===== config.mk =====
export PLATFORM = sky130hd
export DESIGN_NAME = preg_state_mgr
export DESIGN_NICKNAME = d
export VERILOG_FILES = /design/src/rtl/prsm_pkg.sv /design/src/rtl/prsm_cell.sv /design/src/rtl/prsm_pick.sv /design/src/rtl/prsm_maptab.sv /design/src/rtl/preg_state_mgr.sv
export SDC_FILE = /design/constraint.sdc
export NUM_CORES = 1
export LEC_CHECK = 0
export ABC_AREA = 1
export BUFFER_PORTS_ARGS = -buffer_cell sky130_fd_sc_hd__buf_2
export CELL_PAD_IN_SITES_DETAIL_PLACEMENT = 1
export CELL_PAD_IN_SITES_GLOBAL_PLACEMENT = 1
export CORE_MARGIN = 3
export CORE_UTILIZATION = 46
export CTS_CLUSTER_SIZE = 12
export DETAILED_ROUTE_END_ITERATION = 12
export GPL_TIMING_DRIVEN = 0
export MAX_ROUTING_LAYER = met4
export PLACE_DENSITY = 0.89
export SETUP_SLACK_MARGIN = 0.3
export SLEW_MARGIN = 40
export SYNTH_ARGS = -nofsm -noshare
export SYNTH_HDL_FRONTEND = slang
export SYNTH_SLANG_ARGS = --single-unit

===== constraint.sdc =====
create_clock -name clk -period 4.5 [get_ports clk]
set_clock_uncertainty 0.2 [all_clocks]
set_input_delay 0.225 -clock clk [delete_from_list [all_inputs] [get_ports clk]]
set_output_delay 0.225 -clock clk [all_outputs]
set_load 0.03 [all_outputs]

===== src/rtl/prsm_pkg.sv =====
package prsm_pkg;

    typedef enum logic [1:0] {
        PS_FREE  = 2'd0,
        PS_ARCH  = 2'd1,
        PS_WAIT  = 2'd2,
        PS_READY = 2'd3
    } preg_state_e;

endpackage


===== src/rtl/prsm_cell.sv =====
module prsm_cell
    import prsm_pkg::*;
#(
    parameter bit INIT_ARCH = 1'b0
) (
    input  logic        clk,
    input  logic        rst_n,
    input  logic        take,
    input  logic        fin,
    input  logic        promote,
    input  logic        retire_old,
    input  logic        flush,
    output preg_state_e state_o
);

    preg_state_e cur_q;
    preg_state_e nxt;

    // state register
    always_ff @(posedge clk) begin
        if (!rst_n) begin
            cur_q <= INIT_ARCH ? PS_ARCH : PS_FREE;
        end else begin
            cur_q <= nxt;
        end
    end

    // transitions: completion is evaluated ahead of flush
    always_comb begin
        nxt = cur_q;
        unique case (cur_q)
            PS_FREE: begin
                if (take) nxt = PS_WAIT;
            end
            PS_WAIT: begin
                if (flush)    nxt = PS_FREE;
                else if (fin) nxt = PS_READY;
            end
            PS_READY: begin
                if (promote)    nxt = PS_ARCH;
                else if (flush) nxt = PS_FREE;
            end
            PS_ARCH: begin
                if (retire_old) nxt = PS_FREE;
            end
            default: nxt = PS_FREE;
        endcase
    end

    // output process
    always_comb begin
        state_o = cur_q;
    end

endmodule


===== src/rtl/prsm_pick.sv =====
module prsm_pick #(
    parameter int unsigned N  = 64,
    parameter int unsigned IW = $clog2(N)
) (
    input  logic [N-1:0]  free_vec,
    output logic          any_free,
    output logic [IW-1:0] idx
);

    always_comb begin
        any_free = 1'b0;
        idx      = '0;
        for (int k = N - 1; k >= 0; k--) begin
            if (free_vec[k]) begin
                any_free = 1'b1;
                idx      = IW'(k);
            end
        end
    end

endmodule


===== src/rtl/prsm_maptab.sv =====
module prsm_maptab #(
    parameter int unsigned NA = 32,
    parameter int unsigned NP = 64,
    localparam int unsigned AW = $clog2(NA),
    localparam int unsigned PW = $clog2(NP)
) (
    input  logic          clk,
    input  logic          rst_n,
    input  logic          wr_en,
    input  logic [AW-1:0] wr_arch,
    input  logic [PW-1:0] wr_phys,
    input  logic [AW-1:0] rd_arch,
    output logic [PW-1:0] rd_phys,
    input  logic          cmt_en,
    input  logic [AW-1:0] cmt_arch,
    input  logic [PW-1:0] cmt_phys,
    input  logic          flush
);

    logic [PW-1:0] spec_q [NA];
    logic [PW-1:0] cmt_q  [NA];

    always_ff @(posedge clk) begin
        if (!rst_n) begin
            for (int i = 0; i < int'(NA); i++) begin
                spec_q[i] <= PW'(i);
                cmt_q[i]  <= PW'(i);
            end
        end else begin
            if (cmt_en) begin
                cmt_q[cmt_arch] <= cmt_phys;
            end
            if (flush) begin
                // rebuild from the committed map including this cycle's retirement
                for (int i = 0; i < int'(NA); i++) begin
                    spec_q[i] <= (cmt_en && cmt_arch == AW'(i)) ? cmt_phys : cmt_q[i];
                end
            end else if (wr_en) begin
                spec_q[wr_arch] <= wr_phys;
            end
        end
    end

    assign rd_phys = spec_q[rd_arch];

endmodule


===== src/rtl/preg_state_mgr.sv =====
module preg_state_mgr
    import prsm_pkg::*;
#(
    parameter int unsigned NUM_ARCH = 32,
    parameter int unsigned NUM_PHYS = 64,
    localparam int unsigned AW = $clog2(NUM_ARCH),
    localparam int unsigned PW = $clog2(NUM_PHYS)
) (
    input  logic                  clk,
    input  logic                  rst_n,
    input  logic                  alloc_req,
    input  logic [AW-1:0]         alloc_arch,
    output logic                  alloc_gnt,
    output logic                  alloc_stall,
    output logic [PW-1:0]         alloc_phys,
    output logic [PW-1:0]         alloc_prev,
    input  logic                  fin_vld,
    input  logic [PW-1:0]         fin_phys,
    input  logic                  cmt_vld,
    input  logic [AW-1:0]         cmt_arch,
    input  logic [PW-1:0]         cmt_phys,
    input  logic [PW-1:0]         cmt_prev,
    input  logic                  cancel,
    output logic [2*NUM_PHYS-1:0] state_vec
);

    logic [NUM_PHYS-1:0] free_vec;
    logic                any_free;
    logic [PW-1:0]       pick_idx;

    genvar gi;
    generate
        for (gi = 0; gi < int'(NUM_PHYS); gi++) begin : g_cell
            preg_state_e st;
            logic take_w, fin_w, pro_w, old_w;

            assign take_w = alloc_gnt && (pick_idx == PW'(gi));
            assign fin_w  = fin_vld   && (fin_phys == PW'(gi));
            assign pro_w  = cmt_vld   && (cmt_phys == PW'(gi));
            assign old_w  = cmt_vld   && (cmt_prev == PW'(gi));

            prsm_cell #(
                .INIT_ARCH(gi < int'(NUM_ARCH))
            ) u_cell (
                .clk        (clk),
                .rst_n      (rst_n),
                .take       (take_w),
                .fin        (fin_w),
                .promote    (pro_w),
                .retire_old (old_w),
                .flush      (cancel),
                .state_o    (st)
            );

            assign free_vec[gi]         = (st == PS_FREE);
            assign state_vec[2*gi +: 2] = st;
        end
    endgenerate

    prsm_pick #(
        .N  (NUM_PHYS),
        .IW (PW)
    ) u_pick (
        .free_vec (free_vec),
        .any_free (any_free),
        .idx      (pick_idx)
    );

    assign alloc_gnt   = alloc_req && any_free && !cancel;
    assign alloc_stall = alloc_req && !any_free;
    assign alloc_phys  = pick_idx;

    prsm_maptab #(
        .NA (NUM_ARCH),
        .NP (NUM_PHYS)
    ) u_map (
        .clk      (clk),
        .rst_n    (rst_n),
        .wr_en    (alloc_gnt),
        .wr_arch  (alloc_arch),
        .wr_phys  (pick_idx),
        .rd_arch  (alloc_arch),
        .rd_phys  (alloc_prev),
        .cmt_en   (cmt_vld),
        .cmt_arch (cmt_arch),
        .cmt_phys (cmt_phys),
        .flush    (cancel)
    );

endmodule


==> results_dict.tcl, run 1 <==
set metrics [dict create \
    end_kind "register" \
    synth.area.top_cells "edfxtp_1, nand2_1, dfxtp_1, nor2_1, inv_1" \
    min_path_type "in2reg" \
    cts_root_buf "clkbuf_16" \
    synth_edf_count 384 \
    dp_hpwl_um 96980 \
    ios 176 \
    clk_latency_ps 660 \
    firstDrtPassIters 6 \
    violations "setup timing" \
    yosysWarnings 0 \
    grt_pass1_vias 30375 \
    wl_per_cell_um 29.08 \
    antenna_left 0 \
    first_iter_violations 4136 \
    via_count 30706 \
    cp_max_fo 5 \
    r2r_slack_ps -1460 \
    final.min_clock_period_ps 5962 \
    synth_area_leader_cell "edfxtp_1" \
    final_layout_size_suffix_gt1_frac 0.1394 \
    grt_util_all_layers 0.4247 \
    tightest_slew_ps 1049 \
    io_buffers 174 \
    met1_length_um 46490 \
    cp.required_ps 4780 \
    remaining_drc_errors 0 \
    netlist.area_leader.share 0.4079 \
    topRoutingLayerUsed "met4" \
    vias_per_cell 6.506 \
    worst-path-buf-inv 9 \
    syn_inst 3594 \
    slew_viol_final 0 \
    clock.fmax_mhz 167.7 \
    pre_cts_ws_ps -1256 \
    period_share 1.325 \
    postLayoutCoreUtil 0.5527 \
    ys_seq_elements 512 \
    path_clk_slew_ps 60 \
    synth_common_cells "nand2_1, nor2_1, inv_1" \
    cpMaxStageDelayCell "dfxtp_1" \
    fin_nets 3919 \
    die_h_um 253.9 \
    met3_length_um 15690 \
    finalPower_uw 17880 \
    clock_path_buffers 3 \
    gp_congestion 1.064 \
    ys_types 42 \
    rsz0062_at_grt "yes" \
    cts_tree "built" \
    cts_buffers 56 \
    grt_pass1_wl_um 194000 \
    initial_core_util 0.4666 \
    async_reset_ff_frac 0 \
    wl_um 137300 \
    vdd_ir_drop_max_mv 0.3244 \
    status "finished with violations" \
    p_leak_uw 0.01247 \
    p_per_area_nw_per_um2 534.1 \
    drv_cap 0 \
    grt_max_degree 17 \
    rows 90 \
    dr_wl_met2_um 60480 \
    crit_top_cell "nand2_1" \
    netlist_area_um2 28270 \
    path_delay_family "simple AND/OR/NAND/NOR gates" \
    syn_avg_cell_area_um2 7.865 \
    hold_viol_final 0 \
    holdWs_ps 47.52 \
    cts_max_level 2 \
    worst_setup_path_start_kind "register" \
    synth_ff_type "edfxtp_1" \
    synth_seq_area_share 0.4986 \
    syn2layout_area_growth_pct 18.44 \
    arrival_ps 6240 \
    antenna_found_initial 3 \
    die_w_um 253.9 \
    critical_path_class "reg2reg" \
    slowest_delay_ps 410 \
    cts_sinks 512 \
    max_slew_margin 0.3010 \
    synth_nets 3628 \
    layout_setup_ws_ps -1462 \
    die_area_um2 64460 \
    grt_remaining_overflow 0 \
    coreArea_um2 60580 \
    finalSetupViolCount 162 \
    yosysMostFrequentCell "nand2_1" \
]
[stage by stage]
step                      TNS, ps  instance area (µm²)  instances
after CTS                 -133030                32740       4693
after global routing      -240800                33470       4715
after detailed placement  -163080                30250       4555
after global placement    -156570                30140       4550
final                     -169450                33480       4720
after floorplan                 0                28290       3594
[state kept, by name, indices dropped and copies added (netlist names)]
register / count
u_map.cmt_q: 192
u_map.spec_q: 192
g_cell.u_cell.state_o: 128
[cells in the final DEF (no fill, tap or decap), types with 9 or more instances in the layout]
cell,count
nand2_1,694
nor2_1,537
inv_1,411
edfxtp_1,384
o21ai_0,258
a21oi_1,225
buf_2,184
nand3_1,120
dfxtp_1,117
a22oi_1,97
clkbuf_1,93
nor3_1,83
o22ai_1,70
o211ai_1,64
a211oi_1,59
nand4_1,57
clkbuf_16,57
clkbuf_2,39
nand2_2,30
buf_4,23
a21oi_2,21
clkinv_1,20
nand3_2,19
buf_6,18
nor2_4,15
o21ai_4,15
o21ai_2,13
o21bai_1,13
o21ai_1,12
a31oi_1,11
o31ai_1,11
nand2_4,9
nor2_2,9
buf_1,9
clkinv_2,9
[layout make-up]
type	count	area [µm²]
Clock buffer	70	1475
Timing Repair Buffer	233	1503
Sequential cell	512	14120
Antenna cell	8	20.02
Buffer	142	670.6
Inverter	427	1620
Fill cell	7378	27100
Tap cell	782	978.4
Multi-Input combinational cell	2513	12810
Clock inverter	33	281.5
[repair_timing]
item / CTS / global route
pin swaps: 30 / 50
gates resized for setup: 120 / 148
setup buffers: 24 / 16
hold buffers: 8 / 0
endpoints found under the setup margin: 282 / 377
gates cloned: 3 / 0
endpoints found under the hold margin: 16 / 0
[logic make-up after synthesis]
group / Yosys count / share of synthesized area
flops: 512 / 0.4986
compound gates: 895 / 0.1861
buf+inv: 569 / 0.07617
simple gates: 1618 / 0.2392
[path summary, 6_finish.rpt]
kind | to | start | depth (start not counted)
setup / recovery | g_cell[51].u_cell.state_o[0] | g_cell[58].u_cell.state_o[0] | 70
hold reg to reg | g_cell[60].u_cell.state_o[0] | g_cell[60].u_cell.state_o[0] | 2
setup reg to reg | g_cell[51].u_cell.state_o[0] | g_cell[58].u_cell.state_o[0] | 70
hold / removal | u_map.cmt_q[29][1] | rst_n | 3
[per-layer routing]
layer,up-vias,global-route usage
li1,13009,-
met1,14627,0.4735
met5,-,-
met4,0,0.3650
met2,2251,0.6434
met3,819,0.09907
[power by group]
part	internal, µW	total [µW]	leakage [µW]	switching (µW)
Sequential	5500	5890	0.00486	395
Clock	2500	4600	0.000851	2100
Combinational	2190	7390	0.00675	5200
[tightest hold or removal path, cell delays in order]
cell and delay [ps]:
clkbuf_1 240, nand2_1 190, nor2_1 70
Power figures use the tool's default switching activity.
==> inputs of run 2 (changes only) <==
Settings changed: CORE_UTILIZATION 46 to 42, PLACE_DENSITY 0.89 to 0.86, RECOVER_POWER from default to 100.
Clock period 4.5 ns to 5.3 ns, I/O delays scaled along.
==> run 2 against run 1 <==
Net effect: the run still ends with setup timing left; global-route usage is 3.9 points lower; via count is 1.3% lower; sequential power decreased by 15%; die area up 9.3%; first-iteration DRC count down 6.4%; highest routed layer unchanged.
==> results_dict.tcl, run 2 (same netlist as run 1, synthesis figures left out) <==
set metrics [dict create \
    r2r_slack_ps -580 \
    finalSetupViolCount 161 \
    slew_viol_final 0 \
    arrival_ps 5720 \
    end_kind "output pin" \
    cp.required_ps 4840 \
    coreArea_um2 66220 \
    switching_share 0.4222 \
    cts_buffers 57 \
    p_int_uw 8921 \
    pwr-share-seq 0.325 \
    tightest_slew_ps 1058 \
    firstDrtPassIters 6 \
    p_leak_uw 0.01233 \
    cpMaxStageDelayCell "nor2_1" \
    cts_root_buf "clkbuf_16" \
    io_buffers 174 \
    crit_start "g_cell[56].u_cell.state_o[0]" \
    wl_per_cell_um 28.62 \
    antenna_left 0 \
    final_layout_size_suffix_gt1_frac 0.1294 \
    via_count 30312 \
    place_inst 4638 \
    drv_cap 0 \
    critical_path_class "reg2out" \
    grt_util_all_layers 0.3854 \
    slowest_delay_ps 380 \
    pre_cts_ws_ps -706.3 \
    max_slew_margin 0.2948 \
    final_cells 4791 \
    antenna_found_initial 0 \
    die_w_um 265.4 \
    grt_pass1_vias 30058 \
    grt_max_degree 17 \
    syn2layout_area_growth_pct 18.90 \
    first_iter_violations 3870 \
    min_path_type "in2reg" \
    final.min_clock_period_ps 6180 \
    period_share 1.166 \
    hold_start "cmt_phys[4]" \
    layout_setup_ws_ps -880.5 \
    status "finished with violations" \
    cp_max_fo 5 \
    dp_hpwl_um 96750 \
    grt_remaining_overflow 0 \
    most-common-layout-cells "nand2_1, nor2_1, inv_1, edfxtp_1, o21ai_0" \
    n_fill_cell 8084 \
    fin_area_um2 33610 \
    cts_tree "built" \
    path_clk_slew_ps 60 \
    vdd_ir_drop_max_mv 0.3948 \
    fin_nets 3918 \
    clock_path_buffers 3 \
    rsz0062_at_grt "yes" \
    cts_max_level 2 \
    gp_congestion 1.050 \
    initial_core_util 0.4269 \
    remaining_drc_errors 0 \
    clkPwrFrac 0.269 \
    vias_per_cell 6.327 \
    hold_viol_final 0 \
    holdWs_ps 25.45 \
    share_comb_of_total_power 0.406 \
    violations "setup timing" \
    ios 176 \
    crit_top_cell "nand2_1" \
    multiInputGateArea_um2 12810 \
    postPlaceCellArea_um2 30350 \
    p_sw_uw 6519 \
    cts_sinks 512 \
    ff_latch_area_um2 14120 \
    finalPower_uw 15440 \
    p_per_area_nw_per_um2 459.4 \
    die_area_um2 70460 \
    clock.fmax_mhz 161.8 \
    layout_commonest_cell "nand2_1" \
    die_h_um 265.4 \
    grt_pass1_wl_um 193800 \
    wl_um 137100 \
    rows 94 \
    clk_latency_ps 650 \
    r2r_start "g_cell[56].u_cell.state_o[0]" \
    worst_setup_path_start_kind "register" \
]
[run 2: cell types whose count changed in the layout (fill, tap and decap cells not counted), sizes merged]
cell | previous run | this run
inv | 420 | 421
buf | 246 | 200
bufinv | 3 | 7
clkinvlp | 6 | 8
clkinv | 31 | 23
clkbuf | 191 | 238
diode | 8 | 1
dlygate4sd3 | 8 | 4
[run 2: path summary, 6_finish.rpt]
kind                                                endpoint  cells past startpoint
worst min-delay path                      u_map.spec_q[8][4]                      3
worst min register to register  g_cell[63].u_cell.state_o[0]                      2
worst max register to register  g_cell[48].u_cell.state_o[0]                     66
worst max-delay path                           alloc_phys[0]                     62
[run 2: through the flow]
step | utilization | setup TNS, ps
after floorplan | - | 0
after global placement | 0.4564 | -29860
after detailed placement | 0.4584 | -39840
after CTS | 0.4986 | -13560
after global routing | 0.5075 | -125280
final | 0.5076 | -61170
[run 2: cell type report]
| class | count | area share |
|---|---|---|
| Clock inverter | 32 | 0.01173 |
| Timing Repair Buffer | 231 | 0.04292 |
| Sequential cell | 512 | 0.4200 |
| Multi-Input combinational cell | 2513 | 0.3812 |
| Buffer | 142 | 0.01947 |
| Clock buffer | 69 | 0.04437 |
| Antenna cell | 1 | 0.00007445 |
| Tap cell | 864 | 0.03216 |
| Inverter | 427 | 0.04806 |
[run 2: power groups by stage]
| stage | clock, µW | sequential, µW | combinational [µW] |
|---|---|---|---|
| after floorplan | 0 | 5250 | 2390 |
| after global placement | 0 | 5060 | 4430 |
| after detailed placement | 0 | 5070 | 4540 |
| after CTS | 4120 | 4990 | 5570 |
| after global routing | 4280 | 5040 | 6430 |
| final | 4160 | 5010 | 6270 |
[run 2: timing repair]
item                       in CTS  in global routing
hold buffers                    4                  0
pin swaps                      27                 60
setup endpoints to repair     162                177
hold endpoints to repair        7                  0
setup buffers                  24                 19
cloned                          4                  0
gates resized for setup       140                130
[run 2: per-layer routing]
layer	wire length, µm	GRT usage
met1	48030	0.4413
met2	61080	0.5973
met3	15020	0.08288
met4	13010	0.2862
met5	0	-
[run 2: critical path: cells and delay by family (launching register included)]
family	cells	cell delay [ps]
simple gates	58	4080
buf+inv	4	630
flops	1	350
